==> src/rtl/clk_en_xbar_pkg.sv <==
// Shared constants for the clock-enable crossbar: bus geometry and the
// byte offsets of the three control words.
package clk_en_xbar_pkg;
    localparam int ADDR_W = 4;
    localparam int DATA_W = 32;

    localparam logic [ADDR_W-1:0] OFS_GATE = 4'h0;
    localparam logic [ADDR_W-1:0] OFS_SEL  = 4'h4;
    localparam logic [ADDR_W-1:0] OFS_DIV  = 4'h8;
endpackage

==> src/rtl/cxb_regs.sv <==
// Control word storage for the crossbar.
// Holds the disable word (one bit per channel) and the routing and rate
// words (SELW and DIVW bits per channel). Writes to unknown offsets are
// dropped; reads are combinational and unknown offsets read zero.
// Assumes NCH*SELW and NCH*DIVW fit in the data width.
module cxb_regs
    import clk_en_xbar_pkg::*;
#(
    parameter int NCH  = 16,
    parameter int SELW = 2,
    parameter int DIVW = 2
) (
    input  logic                   clk,
    input  logic                   rst_n,
    input  logic [ADDR_W-1:0]      addr,
    input  logic                   wr_en,
    input  logic [DATA_W-1:0]      wdata,
    output logic [DATA_W-1:0]      rdata,
    output logic [NCH-1:0]         gate_q,
    output logic [NCH*SELW-1:0]    sel_q,
    output logic [NCH*DIVW-1:0]    div_q
);

    // Store written words; reset disables every channel.
    always_ff @(posedge clk) begin
        if (!rst_n) begin
            gate_q <= '1;
            sel_q  <= '0;
            div_q  <= '0;
        end else if (wr_en) begin
            case (addr)
                OFS_GATE: gate_q <= wdata[NCH-1:0];
                OFS_SEL:  sel_q  <= wdata[NCH*SELW-1:0];
                OFS_DIV:  div_q  <= wdata[NCH*DIVW-1:0];
                default:  ;
            endcase
        end
    end

    // Return the addressed word, zero-extended.
    always_comb begin
        rdata = '0;
        case (addr)
            OFS_GATE: rdata[NCH-1:0]      = gate_q;
            OFS_SEL:  rdata[NCH*SELW-1:0] = sel_q;
            OFS_DIV:  rdata[NCH*DIVW-1:0] = div_q;
            default:  rdata = '0;
        endcase
    end

endmodule

==> src/rtl/cxb_channel.sv <==
// One crossbar output channel.
// Picks a source enable, counts its pulses, and emits a registered one-cycle
// pulse every 2^div source pulses. Routing and rate are captured into active
// copies only at a period boundary (or continuously while disabled), so a
// running period is never cut short. Disabled means counter cleared, output 0.
module cxb_channel #(
    parameter int NSRC = 4,
    parameter int SELW = 2,
    parameter int DIVW = 2
) (
    input  logic            clk,
    input  logic            rst_n,
    input  logic [NSRC-1:0] src_en,
    input  logic            gate_off,
    input  logic [SELW-1:0] cfg_sel,
    input  logic [DIVW-1:0] cfg_div,
    output logic            pulse_o
);
    localparam int CNTW = (1 << DIVW) - 1;

    logic [CNTW-1:0] cnt_q;
    logic [SELW-1:0] act_sel;
    logic [DIVW-1:0] act_div;
    logic [CNTW-1:0] last_cnt;
    logic            src_hit;

    // Terminal count for the active rate, and the selected source pulse.
    always_comb begin
        last_cnt = CNTW'((32'd1 << act_div) - 32'd1);
        src_hit  = src_en[act_sel];
    end

    // Count source pulses, emit at the boundary and reload settings there.
    always_ff @(posedge clk) begin
        if (!rst_n) begin
            cnt_q   <= '0;
            act_sel <= '0;
            act_div <= '0;
            pulse_o <= 1'b0;
        end else if (gate_off) begin
            cnt_q   <= '0;
            act_sel <= cfg_sel;
            act_div <= cfg_div;
            pulse_o <= 1'b0;
        end else begin
            pulse_o <= 1'b0;
            if (src_hit) begin
                if (cnt_q == last_cnt) begin
                    cnt_q   <= '0;
                    pulse_o <= 1'b1;
                    act_sel <= cfg_sel;
                    act_div <= cfg_div;
                end else begin
                    cnt_q <= cnt_q + 1'b1;
                end
            end
        end
    end

endmodule

==> src/rtl/clk_en_xbar.sv <==
// Gated clock-enable crossbar top.
// Up to sixteen channels, each routing one of NSRC source enables through a
// power-of-two pulse divider and a disable bit. Everything runs on clk; the
// outputs are enable pulses, not clocks. Assumes src_en is synchronous to clk.
module clk_en_xbar
    import clk_en_xbar_pkg::*;
#(
    parameter int NCH  = 16,
    parameter int NSRC = 4,
    parameter int DIVW = 2
) (
    input  logic              clk,
    input  logic              rst_n,
    input  logic [NSRC-1:0]   src_en,
    input  logic [3:0]        bus_addr,
    input  logic              bus_wr,
    input  logic [31:0]       bus_wdata,
    output logic [31:0]       bus_rdata,
    output logic [NCH-1:0]    ch_en
);
    localparam int SELW = $clog2(NSRC);

    logic [NCH-1:0]      gate_q;
    logic [NCH*SELW-1:0] sel_q;
    logic [NCH*DIVW-1:0] div_q;

    cxb_regs #(.NCH(NCH), .SELW(SELW), .DIVW(DIVW)) u_regs (
        .clk    (clk),
        .rst_n  (rst_n),
        .addr   (bus_addr),
        .wr_en  (bus_wr),
        .wdata  (bus_wdata),
        .rdata  (bus_rdata),
        .gate_q (gate_q),
        .sel_q  (sel_q),
        .div_q  (div_q)
    );

    for (genvar i = 0; i < NCH; i++) begin : g_ch
        cxb_channel #(.NSRC(NSRC), .SELW(SELW), .DIVW(DIVW)) u_ch (
            .clk      (clk),
            .rst_n    (rst_n),
            .src_en   (src_en),
            .gate_off (gate_q[i]),
            .cfg_sel  (sel_q[i*SELW +: SELW]),
            .cfg_div  (div_q[i*DIVW +: DIVW]),
            .pulse_o  (ch_en[i])
        );
    end

endmodule

==> config.mk <==
export PLATFORM = sky130hd
export DESIGN_NAME = clk_en_xbar
export DESIGN_NICKNAME = d
export VERILOG_FILES = /design/src/rtl/clk_en_xbar_pkg.sv /design/src/rtl/cxb_regs.sv /design/src/rtl/cxb_channel.sv /design/src/rtl/clk_en_xbar.sv
export SDC_FILE = /design/constraint.sdc
export NUM_CORES = 1
export LEC_CHECK = 0
export BUFFER_PORTS_ARGS = -buffer_cell sky130_fd_sc_hd__buf_2
export CAP_MARGIN = 10
export CORE_UTILIZATION = 60
export DETAILED_ROUTE_END_ITERATION = 6
export MAX_ROUTING_LAYER = met4
export PLACE_DENSITY = 0.88
export SLEW_MARGIN = 30
export SYNTH_ARGS = -nofsm -noshare
export SYNTH_HDL_FRONTEND = slang
export SYNTH_SLANG_ARGS = --single-unit
==> constraint.sdc <==
create_clock -name clk -period 2.6 [get_ports clk]
set_clock_uncertainty 0.1 [all_clocks]
set_input_delay 0.52 -clock clk [delete_from_list [all_inputs] [get_ports clk]]
set_output_delay 0.52 -clock clk [all_outputs]
set_load 0.02 [all_outputs]
== Word level (Yosys, flattened, before mapping) ==
Cells that the tools add are included.

* Add/sub/neg operators: 32
* $lt $le $gt $ge: 16
* Eq/ne operators: 18
* Shift operators: 16
* Muxes and demuxes: 162
* Bitwise gates (word level): 17
* Reductions and logical operators: 84

{| class="wikitable"
|+ Operators with widths
! cell !! number
|-
| $mux 2 || 96
|-
| $reduce_bool 2->1 || 32
|-
| $add 3x1->3 const B || 16
|-
| $eq 3x3->1 || 16
|-
| $lt 2x3->1 const B || 16
|-
| $mux 3 || 16
|-
| $pmux 16 s3 || 1
|-
| $reduce_or 3->1 || 16
|-
| $shl 1x2->3 const A || 16
|-
| $sub 3x1->3 const B || 16
|-
| $reduce_and 2->1 || 19
|-
| $bmux 1 s2 || 16
|-
| $mux 1 || 32
|-
| $pmux 16 s2 || 1
|-
| $reduce_or 2->1 || 16
|-
| $not 1->1 || 17
|-
| $eq 4x3->1 const B || 1
|-
| $eq 4x4->1 const B || 1
|-
| $logic_not 4->1 || 1
|}

* Flip-flop bits (word level): 208
* Word-level logic and storage cells: 412

== Logic depth before layout (Yosys ltp) ==
* Depth in word-level cells: 6
* Gate-level depth with buffers: 6
* Depth with buffers taken out: 4

== Cells and area by module ==
Synthesis repeated with hierarchy kept, for this count alone.

* Cell total of the unflattened synthesis: 1445
* Area, all modules: 11885.1 um2

{| class="wikitable"
|+ Modules (own cells, without submodules)
! module !! instances !! cells an instance !! area each (um2) !! seq. area each (um2)
|-
| cxb_channel || 16 || 66 || 526.8 || 160.2
|-
| cxb_regs || 1 || 389 || 3457.1 || 1601.5
|}

== Worst setup path after synthesis ==
OpenSTA, ideal clock, no wires.

* Path type: input-to-output
* Start point: in bus_addr[2]
* End point: out bus_rdata[16]
* Data arrival time: 1.513 ns
* Required time: 1.980 ns
* Slack: 0.467 ns
* Cell stages on the path: 3
* Path buffers: 1
* Cell sequence: nor4b_2 > clkbuf_1 > a22o_1

* Cells in the longest elaborated chain, start to end: 2
* Elaborated cells between the ends (all ways): 3
* Classes of those cells: 2 x eq/ne; 1 x mux

{| class="wikitable"
|+ RTL lines
! what !! RTL line !! RTL
|-
| from (decl) || clk_en_xbar.sv:15 || <nowiki>input logic [3:0] bus_addr,</nowiki>
|-
| $eq 4x4->1 / $eq 4x3->1 (equally long branches) || cxb_regs.sv:43 || <nowiki>case (addr)</nowiki>
|-
| $pmux 16 s2 * || cxb_regs.sv:43 ||
|-
| to (decl) || clk_en_xbar.sv:18 || <nowiki>output logic [31:0] bus_rdata,</nowiki>
|}

Mark *: on every way between the ends. The rest lies on a longest branch, timed or not.

== Worst setup path in the final report ==
* Start point: in bus_addr[3]
* End point: out bus_rdata[4]

* Cells in the longest elaborated chain, start to end: 2
* Elaborated cells between the ends (all ways): 4
* Classes of those cells: 2 x eq/ne; 1 x mux; 1 x reduce/logical

{| class="wikitable"
|+ RTL lines
! what !! RTL line
|-
| $eq 4x4->1, or another cell as far along || cxb_regs.sv:43
|-
| $pmux 16 s3 * || cxb_regs.sv:43
|}

Marked as above.

==> out/qor.csv <==
metric,value,unit
drc,0,
area_growth,13.03,%
critPathLaunchType,input pin,
hpwl,16940,um
synth_cells,1214,
drtIter0Drc,796,
reg2reg_slack,770,ps
synthFlopType,dfxtp_1,
start_util,61.66,%
fmax,433.8,MHz
avgSynthCellArea,8.452,um2
pin_count,91,
path_max_fanout,10,
r2r_end,g_ch[3].u_ch.cnt_q[2],
rsz0062_at_grt,false,
worstPathArrival,1690,ps
fin_crit,2305,ps
synth_edf_count,0,
die-area,17630,um2
hold_buffers,0,
p_total,6.728,mW
whs_path_depth,3,
io_buffers,90,
cp-startpoint,bus_addr[3],
synth-seq-cells,208,
p_per_area,580.1,nW/um2
fin_util,69.69,%
rr_worst_depth,4,
required,1980,ps
hold_end,u_regs.gate_q[6],
max-vdd-ir-drop,609.2,uV
synth_area_leader_cell,dfxtp_1,
yosysTopAreaCellShare,40.58,%
yosysMostFrequentCell,nand2_1,
finalSetupTns,0,ps
cts_sinks,208,
vias_per_cell,6.053,
synthArstFlopShare,0,%
hold_viol,0,
fin_crit_sh,88.65,%
critPathCaptureType,output pin,
cts_tree,done,
cts_buffer_depth,3,
die_w,132.8,um
post_cts_buffers,0,
drtAntennaViolNets,0,
critPathKind,input pin to output pin,
cts_buffers,22,
status,finished clean,
routed_wl,26190,um
cap_violations,0,
core,16640,um2
row_count,47,
ys.warnings.count,0,
slew_headroom,64.06,%
antenna_found_initial,5,
grt.overflow.total,0,
ys_seq_area_share,40.58,%
hold_class,input pin to register,
vias,9183,
p_leak,4.164,nW
yosysUniqueCellTypes,47,
clk_latency,500,ps
grt_max_degree,67,
cts-resized-gates,0,
dr.pass1.iters,5,
clk_pin_slew,60,ps
die_height,132.8,um
setup_viol,0,
min-delay-start,bus_wdata[6],
tightest_slew,533.5,ps
r2r_start,g_ch[3].u_ch.act_sel[0],
wire_per_inst,17.26,um
final_nets,1337,
final_layout_size_suffix_gt1_share,13.85,%
synth_common_cells,"364 x nand2_1, 208 x dfxtp_1, 64 x a21boi_0, 64 x mux2i_1, 62 x a21oi_1",
place_congestion,0.8935,
grt.total_usage,30.67,%
grt_pass1_vias,8618,
syn-cell-area,10260,um2
syn_nets,1273,
synth.area.top_cells,"dfxtp_1 41%, nand2_1 13%, mux2i_1 6.2%",
htreeDepth,1,
drv_slew,0,
grt_pass1_wl,42770,um
cts-root-buf,clkbuf_16,
## stage by stage
step | instances | cell area (um2) | worst slack, ps | hold WS (ps)
after CTS | 1512 | 11590 | 307.7 | 155.0
after detailed placement | 1474 | 10860 | 324.7 | 361.9
after floorplan | 1214 | 10260 | 467.0 | 340.3
after global placement | 1474 | 10860 | 344.7 | 350.6
final | 1517 | 11600 | 295.0 | 163.5
after global routing | 1517 | 11600 | 236.2 | 165.7
## logic make-up (layout without fill, tap and decap cells)
group | Yosys count | count (layout) | share of synthesized area (%)
buffers and inverters | 71 | 149 | 3.499
XOR/XNOR | 16 | 16 | 1.366
adder cells (fa/ha/maj) | 16 | 16 | 1.951
other | 0 | 5 | 0
AND/OR/NAND/NOR | 600 | 600 | 27.91
multiplexers | 80 | 80 | 9.974
flip-flops | 208 | 208 | 40.58
AO/OA/AOI/OAI | 223 | 223 | 14.72
## cell usage in the layout, fill, tap and decap left out, types with 23 or more instances in the layout
master,instances
a21boi_0,64
a21oi_1,62
buf_2,89
clkbuf_16,23
dfxtp_1,208
mux2i_1,64
nand2_1,364
nand2b_1,48
nand4_1,30
nor2_1,34
## how the worst max path moves through the flow
stage,end,depth (start not counted),slack (ps)
global placement,bus_rdata[4],6,340
CTS,bus_rdata[4],6,310
floorplan,bus_rdata[16],3,470
finish,bus_rdata[4],6,290
global route,bus_rdata[4],6,240
detailed placement,bus_rdata[4],6,320
## critical path, cell delays in order
cell	delay, ps
buf_2	160
nor4b_4	370
buf_4	250
a22oi_1	110
nand2_1	110
buf_2	160
## power breakdown
group	total (mW)	leakage, nW	switching [mW]	internal, mW
registers	3.24	1.68	0.0287	3.21
clock network	3.13	0.358	1.25	1.88
logic	0.353	2.13	0.223	0.131
## cell type report
cell class | count | area (um2)
repair buffers | 110 | 656.9
inverters | 1 | 3.754
well taps | 220 | 275.3
flip-flops and latches | 208 | 4164
fillers | 1193 | 5044
clock buffers | 34 | 676.9
multi-input cells | 935 | 5764
clock inverters | 4 | 45.04
diodes | 5 | 12.51
## sequential cells by signal (all words and copies together), names as in the netlist
register           cells
u_regs.div_q          32
g_ch.u_ch.act_div     32
u_regs.sel_q          32
g_ch.u_ch.pulse_o     16
u_regs.gate_q         16
g_ch.u_ch.act_sel     32
g_ch.u_ch.cnt_q       48
## metal layers
layer	GRT usage (%)	part of all wire, %	wire, um	up-vias
li1	-	-	-	4375
met1	38.19	41	10680	4345
met2	49.53	47	12390	388
met3	5.134	8.8	2310	75
met4	12.39	3.1	805	0
met5	-	0	0	-
(Power assumes the default switching activity.)
